--- config.mk ---
export PLATFORM = sky130hd
export DESIGN_NAME = banked_data_map
export DESIGN_NICKNAME = d
export VERILOG_FILES = /design/src/rtl/bdm_pkg.sv /design/src/rtl/bdm_ctrl.sv /design/src/rtl/bdm_datapath.sv /design/src/rtl/banked_data_map.sv
export SDC_FILE = /design/constraint.sdc
export NUM_CORES = 2
export LEC_CHECK = 0
export BUFFER_PORTS_ARGS = -buffer_cell sky130_fd_sc_hd__buf_2
export CORE_ASPECT_RATIO = 1.2
export CORE_MARGIN = 10
export CORE_UTILIZATION = 50
export DETAILED_ROUTE_END_ITERATION = 10
export GPL_ROUTABILITY_DRIVEN = 0
export PLACE_DENSITY = 0.67
export SYNTH_ARGS = -nofsm -noshare
export SYNTH_HDL_FRONTEND = slang
export SYNTH_SLANG_ARGS = --single-unit
--- constraint.sdc ---
create_clock -name clk -period 3 [get_ports clk]
set_clock_uncertainty 0.15 [all_clocks]
set_input_delay 0 -clock clk [delete_from_list [all_inputs] [get_ports clk]]
set_output_delay 0 -clock clk [all_outputs]
set_load 0.05 [all_outputs]
--- src/rtl/bdm_pkg.sv ---
package bdm_pkg;
  localparam int ADDR_W = 8;
  localparam int DATA_W = 8;
  localparam int BANK_BYTES = 128;
  localparam int OFFS_W = $clog2(BANK_BYTES);
  localparam int REG_COUNT = 16;
  localparam int REG_IDX_W = $clog2(REG_COUNT);
  localparam logic [ADDR_W-1:0] PSW_ADDR = 8'hEF;
  localparam logic [DATA_W-1:0] HOLE_VALUE = 8'hFF;
  localparam logic [DATA_W-1:0] UNUSED_VALUE = 8'h00;

  typedef enum logic [2:0] {
    RGN_RAM,
    RGN_HOLE,
    RGN_UNUSED,
    RGN_PSW,
    RGN_REG
  } region_e;

  typedef struct packed {
    logic    ramWr;
    logic    regWr;
    logic    pswWr;
    region_e region;
  } ctrl_s;
endpackage

--- src/rtl/bdm_ctrl.sv ---
module bdm_ctrl
  import bdm_pkg::*;
#(
  parameter int BANK_W = 2
) (
  input  logic [ADDR_W-1:0] addr,
  input  logic              wrEn,
  input  logic              stackAcc,
  input  logic              bankEnable,
  input  logic [BANK_W-1:0] bankReg,
  output logic [BANK_W-1:0] bankSel,
  output ctrl_s             strobes
);
  logic lowHalf;
  logic inHoleWindow;
  logic isRegFile;
  logic useBankReg;
  region_e region;

  assign lowHalf      = ~addr[ADDR_W-1];
  assign inHoleWindow = (addr[ADDR_W-2:ADDR_W-4] == 3'b111);
  assign isRegFile    = (addr[ADDR_W-1:ADDR_W-4] == 4'hF);
  assign useBankReg   = bankEnable & ~stackAcc;
  assign bankSel      = useBankReg ? bankReg : '0;

  always_comb begin
    if (lowHalf) begin
      if ((bankSel == '0) && inHoleWindow) region = RGN_HOLE;
      else                                 region = RGN_RAM;
    end else if (addr == PSW_ADDR) begin
      region = RGN_PSW;
    end else if (isRegFile) begin
      region = RGN_REG;
    end else begin
      region = RGN_UNUSED;
    end
  end

  always_comb begin
    strobes.region = region;
    strobes.ramWr  = wrEn & (region == RGN_RAM);
    strobes.regWr  = wrEn & (region == RGN_REG);
    strobes.pswWr  = wrEn & (region == RGN_PSW);
  end
endmodule

--- src/rtl/bdm_datapath.sv ---
module bdm_datapath
  import bdm_pkg::*;
#(
  parameter int NUM_BANKS = 4,
  parameter int BANK_W = 2
) (
  input  logic              clk,
  input  logic              rstN,
  input  logic [ADDR_W-1:0] addr,
  input  logic [DATA_W-1:0] wrData,
  input  logic [BANK_W-1:0] bankSel,
  input  ctrl_s             strobes,
  output logic [BANK_W-1:0] bankReg,
  output logic [DATA_W-1:0] rdData
);
  localparam int RAM_DEPTH = NUM_BANKS * BANK_BYTES;
  localparam int RAM_IDX_W = BANK_W + OFFS_W;

  logic [DATA_W-1:0] ramArr [RAM_DEPTH];
  logic [DATA_W-1:0] regFile [REG_COUNT];
  logic [DATA_W-1:0] pswReg;
  logic [RAM_IDX_W-1:0] ramIdx;
  logic [REG_IDX_W-1:0] regIdx;

  assign ramIdx = {bankSel, addr[OFFS_W-1:0]};
  assign regIdx = addr[REG_IDX_W-1:0];

  always_ff @(posedge clk) begin
    if (strobes.ramWr) ramArr[ramIdx] <= wrData;
  end

  genvar gi;
  generate
    for (gi = 0; gi < REG_COUNT; gi++) begin : g_reg
      always_ff @(posedge clk or negedge rstN) begin
        if (!rstN) regFile[gi] <= '0;
        else if (strobes.regWr && (regIdx == REG_IDX_W'(gi))) regFile[gi] <= wrData;
      end
    end
  endgenerate

  always_ff @(posedge clk or negedge rstN) begin
    if (!rstN) pswReg <= '0;
    else if (strobes.pswWr) pswReg <= wrData;
  end

  assign bankReg = regFile[REG_COUNT-1][BANK_W-1:0];

  always_comb begin
    unique case (strobes.region)
      RGN_RAM:  rdData = ramArr[ramIdx];
      RGN_HOLE: rdData = HOLE_VALUE;
      RGN_PSW:  rdData = pswReg;
      RGN_REG:  rdData = regFile[regIdx];
      default:  rdData = UNUSED_VALUE;
    endcase
  end
endmodule

--- src/rtl/banked_data_map.sv ---
module banked_data_map
  import bdm_pkg::*;
#(
  parameter int NUM_BANKS = 4
) (
  input  logic              clk,
  input  logic              rstN,
  input  logic [ADDR_W-1:0] addr,
  input  logic              wrEn,
  input  logic [DATA_W-1:0] wrData,
  input  logic              stackAcc,
  input  logic              bankEnable,
  output logic [DATA_W-1:0] rdData
);
  localparam int BANK_W = (NUM_BANKS > 1) ? $clog2(NUM_BANKS) : 1;

  logic [BANK_W-1:0] bankReg;
  logic [BANK_W-1:0] bankSel;
  ctrl_s strobes;

  bdm_ctrl #(.BANK_W(BANK_W)) u_ctrl (
    .addr(addr),
    .wrEn(wrEn),
    .stackAcc(stackAcc),
    .bankEnable(bankEnable),
    .bankReg(bankReg),
    .bankSel(bankSel),
    .strobes(strobes)
  );

  bdm_datapath #(.NUM_BANKS(NUM_BANKS), .BANK_W(BANK_W)) u_dp (
    .clk(clk),
    .rstN(rstN),
    .addr(addr),
    .wrData(wrData),
    .bankSel(bankSel),
    .strobes(strobes),
    .bankReg(bankReg),
    .rdData(rdData)
  );
endmodule

Yosys cells after proc, flatten, opt, wreduce, memory -nomap -nowiden
Memories as Yosys holds them, arrays and structs flattened.
Index checks and enable logic that the tools add are counted.
{"block": "totals", "out_inout_bits": 8, "n_memories": 1, "regBits": 136, "mem_bits_rw": 4096}
{"block": "classes", "mux": 11, "n_lt_le_gt_ge": 1, "eq_ne": 21, "bitwise_logic": 6, "n_reduce_logical": 20}
{"memory": "u_dp.ramArr", "words": 512, "width": 8, "read_ports": 1, "rd_clocked_by_memory_dff": 0, "write_ports": 1, "line": "bdm_datapath.sv:19", "rtl": "logic [DATA_W-1:0] ramArr [RAM_DEPTH];"}
{"operator": "$eq A4 B4 Y1 const B", "count": 9}
{"operator": "$bmux W8 S4", "count": 1}
{"operator": "$pmux W8 S4", "count": 1}
{"operator": "$logic_and A1 B1 Y1", "count": 17}
{"operator": "$eq A4 B3 Y1 const B", "count": 4}
{"operator": "$mux W8", "count": 2}
{"operator": "$mux W3", "count": 3}
{"operator": "$eq A4 B2 Y1 const B", "count": 2}
{"operator": "$eq A8 B8 Y1 const B", "count": 1}
{"operator": "$eq A3 B3 Y1 const B", "count": 2}
{"operator": "$ge A5 B5 Y1 const B", "count": 1}
{"operator": "$not A4 Y5", "count": 1}
{"operator": "$and A1 B1 Y1", "count": 4}
{"operator": "$eq A4 B1 Y1 const B", "count": 1}
{"operator": "$logic_not A4 Y1", "count": 1}
{"operator": "$eq A3 B1 Y1 const B", "count": 1}
{"operator": "$eq A3 B2 Y1 const B", "count": 1}
{"operator": "$logic_not A3 Y1", "count": 1}
{"operator": "$mux W1", "count": 3}
{"operator": "$logic_not A2 Y1", "count": 1}
{"operator": "$mux W2", "count": 1}
{"operator": "$not A1 Y1", "count": 1}

Depth between registers and ports, before layout
{"block": "logic_depth", "word_depth": 11, "mapped_depth": 15, "ltp_nobuf": 8}

Modules after synthesis
Synthesis repeated with hierarchy kept, for this count alone.
{"block": "hier_totals", "cells_unflattened": 7759, "hier_area_um2": 165209.7}
{"module": "bdm_datapath", "area_each_um2": 165099.6, "seq_area_each_um2": 126401.2, "instances": 1, "cells_per_inst": 7743}
{"module": "bdm_ctrl", "area_each_um2": 110.1, "seq_area_each_um2": 0.0, "instances": 1, "cells_per_inst": 16}

Worst setup path before layout
No wires, ideal clock.
{"block": "synth_timing", "path_type": "register to register", "start": "register u_dp.regFile, in the netlist u_dp.bankReg[0]", "end": "memory u_dp.ramArr[101][0] (enable)", "setup_ps": 370, "synth_period_minus_slack_ps": 3249, "n_path_buf": 5, "slack_ps": -249, "path_stages_with_launch": 10, "t_arrival_ps": 2729, "cell_sequence": "dfrtp_1 > clkbuf_1 > or2_2 > nand2_1 > clkbuf_1 > buf_1 > buf_1 > nand3_1 > clkbuf_1 > nor2_1"}
{"block": "synth_between", "elab_chain_len": 9}
{"element": "start: declaration", "line": "bdm_datapath.sv:20", "rtl": "logic [DATA_W-1:0] regFile [REG_COUNT];"}
{"element": "start signal: indexed assignment", "line": "bdm_datapath.sv:37", "rtl": "else if (strobes.regWr && (regIdx == REG_IDX_W'(gi))) regFile[gi] <= wrData;"}
{"element": "$mux W2 *", "line": "bdm_ctrl.sv:24", "rtl": "assign bankSel = useBankReg ? bankReg : '0;"}
{"element": "$logic_not A2 Y1", "line": "bdm_ctrl.sv:28", "rtl": "if ((bankSel == '0) && inHoleWindow) region = RGN_HOLE;"}
{"element": "$logic_and A1 B1 Y1", "line": "bdm_ctrl.sv:28"}
{"element": "$mux W1", "line": "bdm_ctrl.sv:28"}
{"element": "$mux W3", "line": "bdm_ctrl.sv:27", "rtl": "if (lowHalf) begin"}
{"element": "$logic_not A3 Y1", "line": "bdm_ctrl.sv:41", "rtl": "strobes.ramWr = wrEn & (region == RGN_RAM);"}
{"element": "$and A1 B1 Y1", "line": "bdm_ctrl.sv:41"}
{"element": "$mux W1", "line": "bdm_datapath.sv:29", "rtl": "if (strobes.ramWr) ramArr[ramIdx] <= wrData;"}
{"element": "$mux W1 (implied by the code)", "line": "bdm_datapath.sv:29"}
{"element": "end: declaration", "line": "bdm_datapath.sv:19"}
Mark *: on every way between the ends. The rest lies on a longest branch, timed or not.

Worst setup path after layout
{"block": "layout_timing", "start": "register u_dp.regFile, in the netlist u_dp.bankReg[1]", "end": "output rdData[2]"}
{"block": "layout_between", "elab_chain_len": 7}
{"element": "$mux W2 *", "line": "bdm_ctrl.sv:24"}
{"element": "parallel branches: the longest is 5 deep, another holds $mem_v2 Z512 W8"}
{"element": "$pmux W8 S4 *", "line": "bdm_datapath.sv:50", "rtl": "unique case (strobes.region)"}
{"element": "end: declaration", "line": "banked_data_map.sv:13", "rtl": "output logic [DATA_W-1:0] rdData"}
Every way passes the cells marked *.

==> metrics.txt <==
final setup vio count roughly 1900; Post-Syn Area approximately 170000 um^2; part of the cycle the worst path needs 169.3%; global route overflow 0; clk_lat worst skew roughly 0.93 ns; most frequent cell after synthesis edfxtp_1; top cell family by delay on the critical path simple AND/OR/NAND/NOR gates; Tot Pwr ~120 mW; final worst slack -2.079 ns; Synth area leader edfxtp_1; Worst Path Arrival 4.93 ns; vias after detailed routing slightly below 90000; Filler cells ~23000; NumNets Final roughly 9500; ys flop type edfxtp_1; CP max FO 5; unrepaired setup endpoints after global routing yes; Clock Pin Slew Worst Setup and Hold Paths about 0.06 ns; cell total after placement ~13000; Initial DRC Count roughly 11000; Port Buffers 28; Synthesis Warnings 0; Mapped Cells around 8000; largest family of logic cells by synthesized area multiplexers; met2 WL post-DR approximately 230000 um; most frequent cells after synthesis 4096 x edfxtp_1, 943 x mux4_2, 557 x nor2_1, 324 x mux2i_1, 268 x clkbuf_1; count of unique library cells instantiated by Yosys 67; Vias/cell between 6 and 7; Initial DRT Pass Iterations 11; mux share of post-synthesis cell area around 16%; Final Util between 50% and 60%; sequential area share after synthesis roughly 76%; crit path capture type output pin; Root Buffer clkbuf_16; FP Rows around 230; CTS tree done; hold slack about 0.015 ns; crit path max-delay cell type or4_4; full die area ~350000 um^2; Crit path required time about 2.9 ns; Power Density 620.5 nW/um^2; Worst Tran Pin Value 1.150 ns; Core Area 329500 um^2; final std cell area, no fill ~200000 um^2; EDFF count, synth between 4000 and 5000; Layout area overhead 19.28%; Synth top area share between 70% and 80%; H-tree depth 5; CTS Buf Count slightly above 400; Worst path max stage delay between 0.5 and 0.6 ns; Adder-Cell Fraction of Synth Area 0%; first-pass GRT wire length approximately 660000 um; P_leak between 60 and 70 nW; largest net degree at the start of global routing about 160; startpoint types flip-flop; Slew Limit Fails 0; Antenna Nets Post-Route 0; Relative slew margins a little under a quarter; Die Y 649.8 um; Clock Sinks around 4200; max layer used met5; xor/xnor share of the synthesized area 0%; asr flop ratio synth under 10%; Post-Layout Cell Count about 14000; DP Area roughly 180000 um^2; initial core utilization 50.16%; Die W around 540 um; Area contributors post-synth edfxtp_1 74%, mux4_2 13%, dfrtp_1 2.1%, mux2i_1 2.0%, nor2_1 1.3%; total track usage 25.56%; Worst VDD drop ~0.58 mV; drt drc 2; worst min path class in -> reg; initial antenna violation count 11; Compound-Gate Fraction of Synth Area 2.885%; status complete, but fails checks; max_cap viols 0; Final Routed Wirelength between 400000 and 500000 um; Ports 29; Post-Synth Simple-Gate Area between 3 and 4%; worst setup path class reg -> out; failing checks design-rule violations, negative setup slack; post-DP HPWL ~310000 um; Routed met1 length approximately 170000 um; cells along the critical path buf_6 > buf_6 > or2_4 > nand2_8 > buf_12 > buf_4 > nand4_1 > nand4_1 > or4_4 > nor4_4 > buf_4 > nand4_1 > buf_4 > o31a_1 > buf_6; Routed wire per std cell between 30 and 40 um; minimum clock period just over 5 ns; Hold Vio Cnt, Final 0; FMAX about 0.20 GHz; vias in the first global route approximately 90000; wire length on met3 between 40000 and 50000 um; Synth Register Bits between 4000 and 5000; layout cells sized above 1 34.35%; Mapped Avg Cell Area roughly 21 um^2; clock buffer depth 4; buffers plus inverters on the worst setup path 7
layout by cell type, fill, tap and decap left out, types with 119 or more instances in the layout:
cell type,instances
nand2_1,182
edfxtp_1,4096
conb_1,128
nor2_1,415
nor2_4,130
mux2i_1,320
clkbuf_16,411
dfrtp_1,134
buf_4,1135
nand4_1,119
mux4_2,943
buf_12,206
mux2_2,167
per-layer routing:
layer,GRT usage [%],vias up
met2,42.14,4688
met4,11.47,8
met1,33.15,46960
met5,0,-
met3,4.949,985
li1,-,36130
power breakdown:
group / internal, mW / switching [mW] / leakage, nW
Clock: 28.4 / 21.8 / 6.28
Sequential: 65.0 / 0.0829 / 38.8
Combinational: 2.73 / 4.31 / 20.3
Total: 96.1 / 26.2 / 65.4
worst paths after layout:
kind	from	to	slack (ns)	cells past startpoint
hold / removal	wrData[0]	u_dp.ramArr[103][0]	0.01	2
min in group asynchronous	rstN	u_dp.regFile[126]	0.33	3
max in group asynchronous	rstN	u_dp.bankReg[0]	1.59	4
setup / recovery	u_dp.bankReg[1]	rdData[2]	-2.08	15
setup reg to reg	u_dp.bankReg[1]	u_dp.ramArr[254][6]	-0.54	15
hold reg to reg	u_dp.regFile[13]	u_dp.regFile[13]	0.35	1
layout make-up:
cell class                 count  area, um^2  area share [%]
antenna                       11       27.53         0.01396
sequential                  4232      126400           64.12
timing repair buffer        1422       13560           6.879
inverter                      27       106.4         0.05395
tap                         4310        5393           2.735
clock buffer                 496       10630           5.394
multi-input combinational   3388       38790           19.67
clock inverter               239        2230           1.131
per-stage QoR:
step / setup TNS [ns] / setup slack, ns
after detailed placement: -436.77 / -1.955
after CTS: -223.18 / -1.993
after global placement: -341.41 / -2.012
after floorplan: -5.125 / -0.04497
final: -327.62 / -2.079
after global routing: -405.27 / -2.118
flip-flops by register name, indices dropped and copies added (netlist names):
signal,cells
u_dp.bankReg,2
u_dp.pswReg,8
u_dp.ramArr,4096
u_dp.regFile,126
timing repair:
item,in CTS,in global routing
gates cloned,1,0
gates resized for setup,244,99
buffers inserted,43,21
hold buffers,16,0
endpoints found under the hold margin,4623,0
pin swaps,64,37
endpoints found under the setup margin,1629,1656
kinds of logic after synthesis:
logic type,count (synthesis)
mux,1434
flops,4232
compound gates,695
simple gates,1131
buf+inv,532
other cells,1
(Power assumes the default switching activity.)
